### src/rtl/sysref_pkg.sv
`timescale 1ns/1ps
package sysref_pkg;
  typedef enum logic [1:0] {
    MODE_CONT   = 2'd0,
    MODE_PULSE  = 2'd1,
    MODE_REPEAT = 2'd2,
    MODE_RSVD   = 2'd3
  } mode_e;

  localparam logic [2:0] BAND_MAX = 3'd5;
endpackage

### src/rtl/sysref_cfg_check.sv
`timescale 1ns/1ps
module sysref_cfg_check #(
  parameter int MAIN_W = 14,
  parameter int N_MAX  = 16380,
  localparam int TOT_W = MAIN_W + 2
) (
  input  logic [2:0]        band_i,
  input  logic [1:0]        pre_i,
  input  logic [MAIN_W-1:0] div_i,
  output logic [4:0]        interp_div_o,
  output logic [1:0]        scale_o,
  output logic              legal_o
);
  import sysref_pkg::*;

  logic [TOT_W-1:0] n_tot, d_ext, n_min;
  logic band_ok, pre_ok, range_ok, mult_ok;

  always_comb begin
    interp_div_o = 5'd0;
    scale_o      = 2'd0;
    case (band_i)
      3'd0: begin interp_div_o = 5'd2;  scale_o = 2'd2; end
      3'd1: begin interp_div_o = 5'd2;  scale_o = 2'd1; end
      3'd2: interp_div_o = 5'd2;
      3'd3: interp_div_o = 5'd4;
      3'd4: interp_div_o = 5'd8;
      3'd5: interp_div_o = 5'd16;
      default: ;
    endcase
  end

  always_comb begin
    n_tot    = {2'b00, div_i} << pre_i;
    d_ext    = TOT_W'(interp_div_o);
    band_ok  = band_i <= BAND_MAX;
    pre_ok   = (pre_i != 2'd3) &&
               ((band_i <= 3'd3) ||
                (band_i == 3'd4 && pre_i != 2'd0) ||
                (band_i == 3'd5 && pre_i == 2'd2));
    n_min    = (band_i == 3'd5) ? TOT_W'(8) : (band_i == 3'd4) ? TOT_W'(4) : TOT_W'(2);
    range_ok = (n_tot >= n_min) && (n_tot <= TOT_W'(N_MAX));
    mult_ok  = (d_ext != '0) && ((n_tot & (d_ext - TOT_W'(1))) == '0);
    legal_o  = band_ok && pre_ok && range_ok && mult_ok;
  end
endmodule

### src/rtl/sysref_divider.sv
`timescale 1ns/1ps
module sysref_divider #(
  parameter int MAIN_W = 14,
  localparam int TOT_W = MAIN_W + 2
) (
  input  logic              clk_i,
  input  logic              rst_ni,
  input  logic [1:0]        pre_i,
  input  logic [MAIN_W-1:0] div_i,
  input  logic              load_ok_i,
  output logic              period_end_o,
  output logic              high_o
);
  logic [1:0]        ps_q, p_q, p_lim;
  logic [MAIN_W-1:0] m_q, c_q;
  logic [TOT_W-1:0]  pos, half;
  logic              tick;

  always_comb begin
    case (ps_q)
      2'd0:    p_lim = 2'd0;
      2'd1:    p_lim = 2'd1;
      default: p_lim = 2'd3;
    endcase
    tick         = (p_q == p_lim);
    period_end_o = tick && (c_q == m_q - MAIN_W'(1));
    pos          = ({2'b00, c_q} << ps_q) + TOT_W'(p_q);
    half         = ({2'b00, m_q} << ps_q) >> 1;
    high_o       = pos < half;
  end

  // both stages restart and reload together at the full-period boundary
  always_ff @(posedge clk_i or negedge rst_ni) begin
    if (!rst_ni) begin
      ps_q <= 2'd0;
      m_q  <= MAIN_W'(1);
      p_q  <= 2'd0;
      c_q  <= '0;
    end else if (period_end_o) begin
      p_q <= 2'd0;
      c_q <= '0;
      if (load_ok_i) begin
        ps_q <= pre_i;
        m_q  <= div_i;
      end
    end else if (tick) begin
      p_q <= 2'd0;
      c_q <= c_q + MAIN_W'(1);
    end else begin
      p_q <= p_q + 2'd1;
    end
  end
endmodule

### src/rtl/sysref_dly_step.sv
`timescale 1ns/1ps
module sysref_dly_step #(
  parameter int FINE_W = 7,
  localparam int STEP_W = FINE_W + 2,
  localparam int QSPAN  = (1 << FINE_W) - 1
) (
  input  logic [1:0]        quad_i,
  input  logic [FINE_W-1:0] fine_i_i,
  input  logic [FINE_W-1:0] fine_q_i,
  output logic [STEP_W-1:0] step_o
);
  logic [STEP_W-1:0] ii, qq;

  always_comb begin
    ii = STEP_W'(fine_i_i);
    qq = STEP_W'(fine_q_i);
    case (quad_i)
      2'd3:    step_o = STEP_W'(QSPAN)     - ii;
      2'd2:    step_o = STEP_W'(2 * QSPAN) - qq;
      2'd0:    step_o = STEP_W'(3 * QSPAN) - ii;
      default: step_o = STEP_W'(4 * QSPAN) - qq;
    endcase
  end
endmodule

### src/rtl/sysref_gen.sv
`timescale 1ns/1ps
module sysref_gen #(
  parameter int MAIN_W = 14,
  parameter int N_MAX  = 16380,
  parameter int PCNT_W = 4,
  parameter int FINE_W = 7,
  localparam int STEP_W = FINE_W + 2
) (
  input  logic              clk_i,
  input  logic              rst_ni,
  input  logic [2:0]        band_i,
  input  logic [1:0]        mode_i,
  input  logic [1:0]        pre_i,
  input  logic [MAIN_W-1:0] div_i,
  input  logic [PCNT_W-1:0] pcnt_i,
  input  logic              req_i,
  input  logic [1:0]        dly_quad_i,
  input  logic [FINE_W-1:0] dly_i_i,
  input  logic [FINE_W-1:0] dly_q_i,
  output logic              sysref_o,
  output logic              byp_o,
  output logic [STEP_W-1:0] step_o,
  output logic [4:0]        interp_div_o,
  output logic [1:0]        scale_o,
  output logic              cfg_err_o
);
  import sysref_pkg::*;

  mode_e mode;
  logic legal, period_end, div_high, req_q, armed_q, rise, err_d, out_d;
  logic [PCNT_W:0] rem_q;

  assign mode  = mode_e'(mode_i);
  assign byp_o = (mode == MODE_REPEAT);
  assign rise  = req_i && !req_q;

  sysref_cfg_check #(.MAIN_W(MAIN_W), .N_MAX(N_MAX)) u_cfg (
    .band_i(band_i), .pre_i(pre_i), .div_i(div_i),
    .interp_div_o(interp_div_o), .scale_o(scale_o), .legal_o(legal)
  );

  sysref_divider #(.MAIN_W(MAIN_W)) u_div (
    .clk_i(clk_i), .rst_ni(rst_ni), .pre_i(pre_i), .div_i(div_i),
    .load_ok_i(legal), .period_end_o(period_end), .high_o(div_high)
  );

  sysref_dly_step #(.FINE_W(FINE_W)) u_step (
    .quad_i(dly_quad_i), .fine_i_i(dly_i_i), .fine_q_i(dly_q_i), .step_o(step_o)
  );

  always_comb begin
    case (mode)
      MODE_CONT:   begin out_d = div_high;                   err_d = !legal; end
      MODE_PULSE:  begin out_d = div_high && (rem_q != '0);  err_d = !legal; end
      MODE_REPEAT: begin out_d = req_i;                      err_d = 1'b0;   end
      default:     begin out_d = 1'b0;                       err_d = 1'b1;   end
    endcase
  end

  always_ff @(posedge clk_i or negedge rst_ni) begin
    if (!rst_ni) begin
      req_q     <= 1'b0;
      armed_q   <= 1'b0;
      rem_q     <= '0;
      sysref_o  <= 1'b0;
      cfg_err_o <= 1'b0;
    end else begin
      req_q     <= req_i;
      sysref_o  <= out_d;
      cfg_err_o <= err_d;
      if (mode != MODE_PULSE) begin
        armed_q <= 1'b0;
        rem_q   <= '0;
      end else begin
        // burst starts only on a period boundary so pulses are whole
        if (period_end && armed_q) begin
          rem_q   <= (PCNT_W+1)'(pcnt_i) + (PCNT_W+1)'(1);
          armed_q <= rise;
        end else begin
          if (rise) armed_q <= 1'b1;
          if (period_end && rem_q != '0) rem_q <= rem_q - (PCNT_W+1)'(1);
        end
      end
    end
  end
endmodule

### config.mk
export PLATFORM = sky130hd
export DESIGN_NAME = sysref_gen
export DESIGN_NICKNAME = d
export VERILOG_FILES = /design/src/rtl/sysref_pkg.sv /design/src/rtl/sysref_cfg_check.sv /design/src/rtl/sysref_divider.sv /design/src/rtl/sysref_dly_step.sv /design/src/rtl/sysref_gen.sv
export SDC_FILE = /design/constraint.sdc
export NUM_CORES = 1
export LEC_CHECK = 0
export BUFFER_PORTS_ARGS = -buffer_cell sky130_fd_sc_hd__buf_2
export CAP_MARGIN = 20
export CELL_PAD_IN_SITES_DETAIL_PLACEMENT = 0
export CELL_PAD_IN_SITES_GLOBAL_PLACEMENT = 1
export CORE_AREA = 2 2 106 108
export CTS_CLUSTER_DIAMETER = 100
export DETAILED_ROUTE_END_ITERATION = 12
export DIE_AREA = 0 0 108 110
export PLACE_DENSITY_LB_ADDON = 0.05
export RECOVER_POWER = 25
export SLEW_MARGIN = 20
export SYNTH_ARGS = -nofsm -noshare
export SYNTH_HDL_FRONTEND = slang
export SYNTH_SLANG_ARGS = --single-unit
### constraint.sdc
create_clock -name clk_i -period 4.9 [get_ports clk_i]
set_input_delay 0.245 -clock clk_i [delete_from_list [all_inputs] [get_ports clk_i]]
set_output_delay 0.245 -clock clk_i [all_outputs]
set_load 0.02 [all_outputs]
==> impl_results.md <==
- Status: finished clean
- Num ports: between 60 and 70
- Initial antenna violation count: 0
- CP top delay family: compound AO/OA/AOI/OAI gates
- Combinational family with the most area after synthesis: simple AND/OR/NAND/NOR gates
- Synthesized area: 4710 µm²
- Mux cell area share after synthesis: 0.166
- Flop2flop setup slack: 1.03 ns
- Final Non-Filler Cells: approximately 720
- Ant diodes: 0
- First-pass GRT wire length: between 15 and 20 mm
- Row Count: 38
- Worst EP required: 5.08 ns
- Clock slew at reported path FFs: about 0.080 ns
- Layout cells sized above 1: 0.200
- Number of buffers created by CTS: 5
- Synth Warn #: 0
- Placer Congestion: about 0.84
- TNS Setup: 0 ns
- Kind of critical path: register to register
- Final setup vio count: 0
- Dpl cell area: between 5000 and 6000 µm²
- Crit share post-route: 0.790
- Sequential area share after synthesis: 0.218
- RSZ-0062 raised after global routing: no
- Slew headroom: 0.188
- Vias: around 4000
- Reg-to-reg critical path startpoint: u_div.ps_q[0]
- Synth Area in Compound Gates: 0.142
- PwrDens: around 150 nW/µm²
- Global routing usage on met1: 0.291
- M2 GR Usage: 0.343
- Worst min-delay path class: primary input to register
- Fin. Hold Viols: 0
- Min-delay src: req_i
- Clk root buf: clkbuf_8
- H-tree levels: 2
- DRC: 0
- Ys flop type: dfrtp_1
- Layout Nets: around 660
- Pre-antenna DRT Iters: 4
- Initial Utilization: 0.441
- Port bufs: ~60
- Iter 0 DRT Violations: between 200 and 250
- Cell with the largest stage delay on the worst path: o31ai_1
- Post-Route Skew: around 0.013 ns
- Met3 global-route usage: 0.0253
- CP max stage delay: roughly 0.75 ns
- Placed Cells: roughly 720
- Max-cap check violation count: 0
- Reg-to-Reg End: u_div.m_q[3]
- Fin util: 0.480
- Syn_nets: 622
- Worst vdd ir: approximately 0.0001 V
- CP startpoint kind: register
- Busiest grt layer: met2
- Final max-slew violation count: 0
- Number of synthesized flops with an enable pin: 0
- Drt via density: 5.68
- Post-synthesis xor/xnor area fraction: 0.108
- Hold Path End: req_q
- CTS Buffer Depth: 2
- Netlist cell types: 68
- Antenna viol nets, final: 0
- Crit path arrival time: 4.05 ns
- Layout area overhead: 9.00%
- Clock latency on the worst-skew pair: 0.30 ns
- Tmin final: 3.87 ns
- Largest net degree at the start of global routing: 42
- Fmax: around 0.26 GHz
- Die height: 110 µm
- Final instance area: a little over 5000 µm²
- WL/cell: 16.5 µm
- Syn_area_per_cell: between 8 and 9 µm²
- HPWL Detailed: 9.22 mm
- Largest cells by area after synthesis: dfrtp_1, ha_1, mux4_2
- Final WL: between 10 and 15 mm
- Number of global-route vias before repair: approximately 3700
- FILL cells: ~1100
- Yosys top cell area share: 0.212
- Cts repair resizes: 0
- Hold Path Depth: 1
- Die footprint: between 10000 and 15000 µm²
- Crit Path Max Fanout: 26
- Post-synth ARST share: 1.00
- Sink Count: approximately 40
- Power, Total: ~0.00076 W
- Core area: 10700 µm²
- Adder-Cell Fraction of Synth Area: 0.0802
- CTS tree: done
- Synth Instances: 549
- Pleak: ~2.2 nW
- Yosys reg bits: 41
- FF-to-FF path depth: 8
- Area leader, netlist: dfrtp_1
- Worst path cell trace: buf_4 > xor2_1 > o31ai_1 > o2111ai_1 > nor4_2 > and4_1 > nand2b_1 > mux2_4
- Total track usage: 0.206
- Grt ovf: 0
- Simple-Gate Fraction of Synth Area: 0.222
- CP Capture Type: register
- Die Wd: approximately 110 µm
- Worst-margin pin slew: between 1 and 1.5 ns
- Buf+Inv Stages, Crit Path: 1
==> kinds of logic (layout without fill, tap and decap cells) <==
kind of cell    after synthesis  after routing
xor+xnor                     58             58
simple gates                197            197
compound gates              102            102
mux                          54             54
flops                        41             41
other cells                   1              1
fa+ha+maj                    29             29
buf+inv                      67            102
==> cell type report <==
type / count / area, µm² / share of cell area
clock inverter: 2 / 35.0 / 0.00682
tap: 140 / 175 / 0.0341
clock buffer: 5 / 68.8 / 0.0134
multi-input combinational: 441 / 3390 / 0.660
inverter: 30 / 113 / 0.0219
timing repair buffer: 65 / 328 / 0.0638
sequential: 41 / 1030 / 0.200
==> synthesized netlist by cell type (all sizes together), types with 3 or more instances <==
master  number
clkbuf      20
a21o         5
buf         17
and4         4
a21oi       26
nor2b       13
and2         5
a22oi        4
nor2        47
nand4       15
or3b         4
nor4         4
or3          6
dfrtp       40
xnor2       36
mux2        23
nand2b       6
nor3        15
nand2       38
ha          27
a211o        3
a31oi        5
a211oi       9
mux2i       17
xor2        22
or4          4
o31a         4
o211ai       3
o21ai       24
nand3       17
and3         4
mux4        14
or2          4
nor3b        5
inv         29
==> report_power, final <==
group | total, W | switching [W] | internal [W] | leakage (nW)
Sequential | 0.000341 | 0.00000119 | 0.000340 | 0.548
Combinational | 0.000147 | 0.0000897 | 0.0000578 | 1.61
Clock | 0.000270 | 0.000121 | 0.000148 | 0.0540
Total | 0.000758 | 0.000212 | 0.000546 | 2.21
==> worst max-delay path by stage <==
stage	start	end	slack [ns]	depth (start not counted)
2_1_floorplan	u_div.ps_q[1]	sysref_o	0.91	17
3_3_place_gp	u_div.ps_q[0]	u_div.ps_q[0]	1.11	8
3_5_place_dp	u_div.ps_q[0]	u_div.m_q[1]	1.03	8
4_1_cts	u_div.ps_q[1]	sysref_o	1.01	13
5_1_grt	u_div.ps_q[1]	sysref_o	0.65	13
6_report	u_div.ps_q[0]	u_div.m_q[3]	1.03	8
==> cell usage in the layout (no fill, tap or decap), drive strengths merged, types with 5 or more instances in the layout <==
master  Yosys  layout
a211oi      9       9
a21o        5       5
a21oi      26      26
a31oi       5       5
and2        5       5
buf        17      58
clkbuf     20      11
dfrtp      40      40
ha         27      27
inv        29      29
mux2       23      23
mux2i      17      17
mux4       14      14
nand2      38      38
nand2b      6       6
nand3      17      17
nand4      15      15
nor2       47      47
nor2b      13      13
nor3       15      15
nor3b       5       5
o21ai      24      24
or3         6       6
xnor2      36      36
xor2       22      22
==> metrics by stage <==
stage                     hold slack, ns  setup slack, ns
final                              0.117             1.03
after global routing               0.124            0.650
after CTS                         0.0976             1.01
after detailed placement           0.423             1.03
after global placement             0.415             1.11
after floorplan                  -0.0506            0.908
==> metal layers <==
metal	vias up	routed length [µm]	part of all wire
li1	2055	-	-
met1	1965	5740	0.48
met2	86	5650	0.47
met3	8	428	0.036
met4	0	87	0.0073
met5	-	0	0
==> sequential cells by signal (all words and copies together) (netlist names) <==
| register | count |
|---|---|
| u_div.c_q | 14 |
| cfg_err_o | 1 |
| req_q | 1 |
| u_div.p_q | 2 |
| u_div.m_q | 14 |
| sysref_o | 1 |
| u_div.ps_q | 2 |
| rem_q | 5 |
| armed_q | 1 |
==> repair_timing <==
item                                   4_1_cts  5_1_grt
setup buffers                                0        0
hold buffers                                 0        1
endpoints found under the hold margin        0       20
Power figures use the tool's default switching activity.
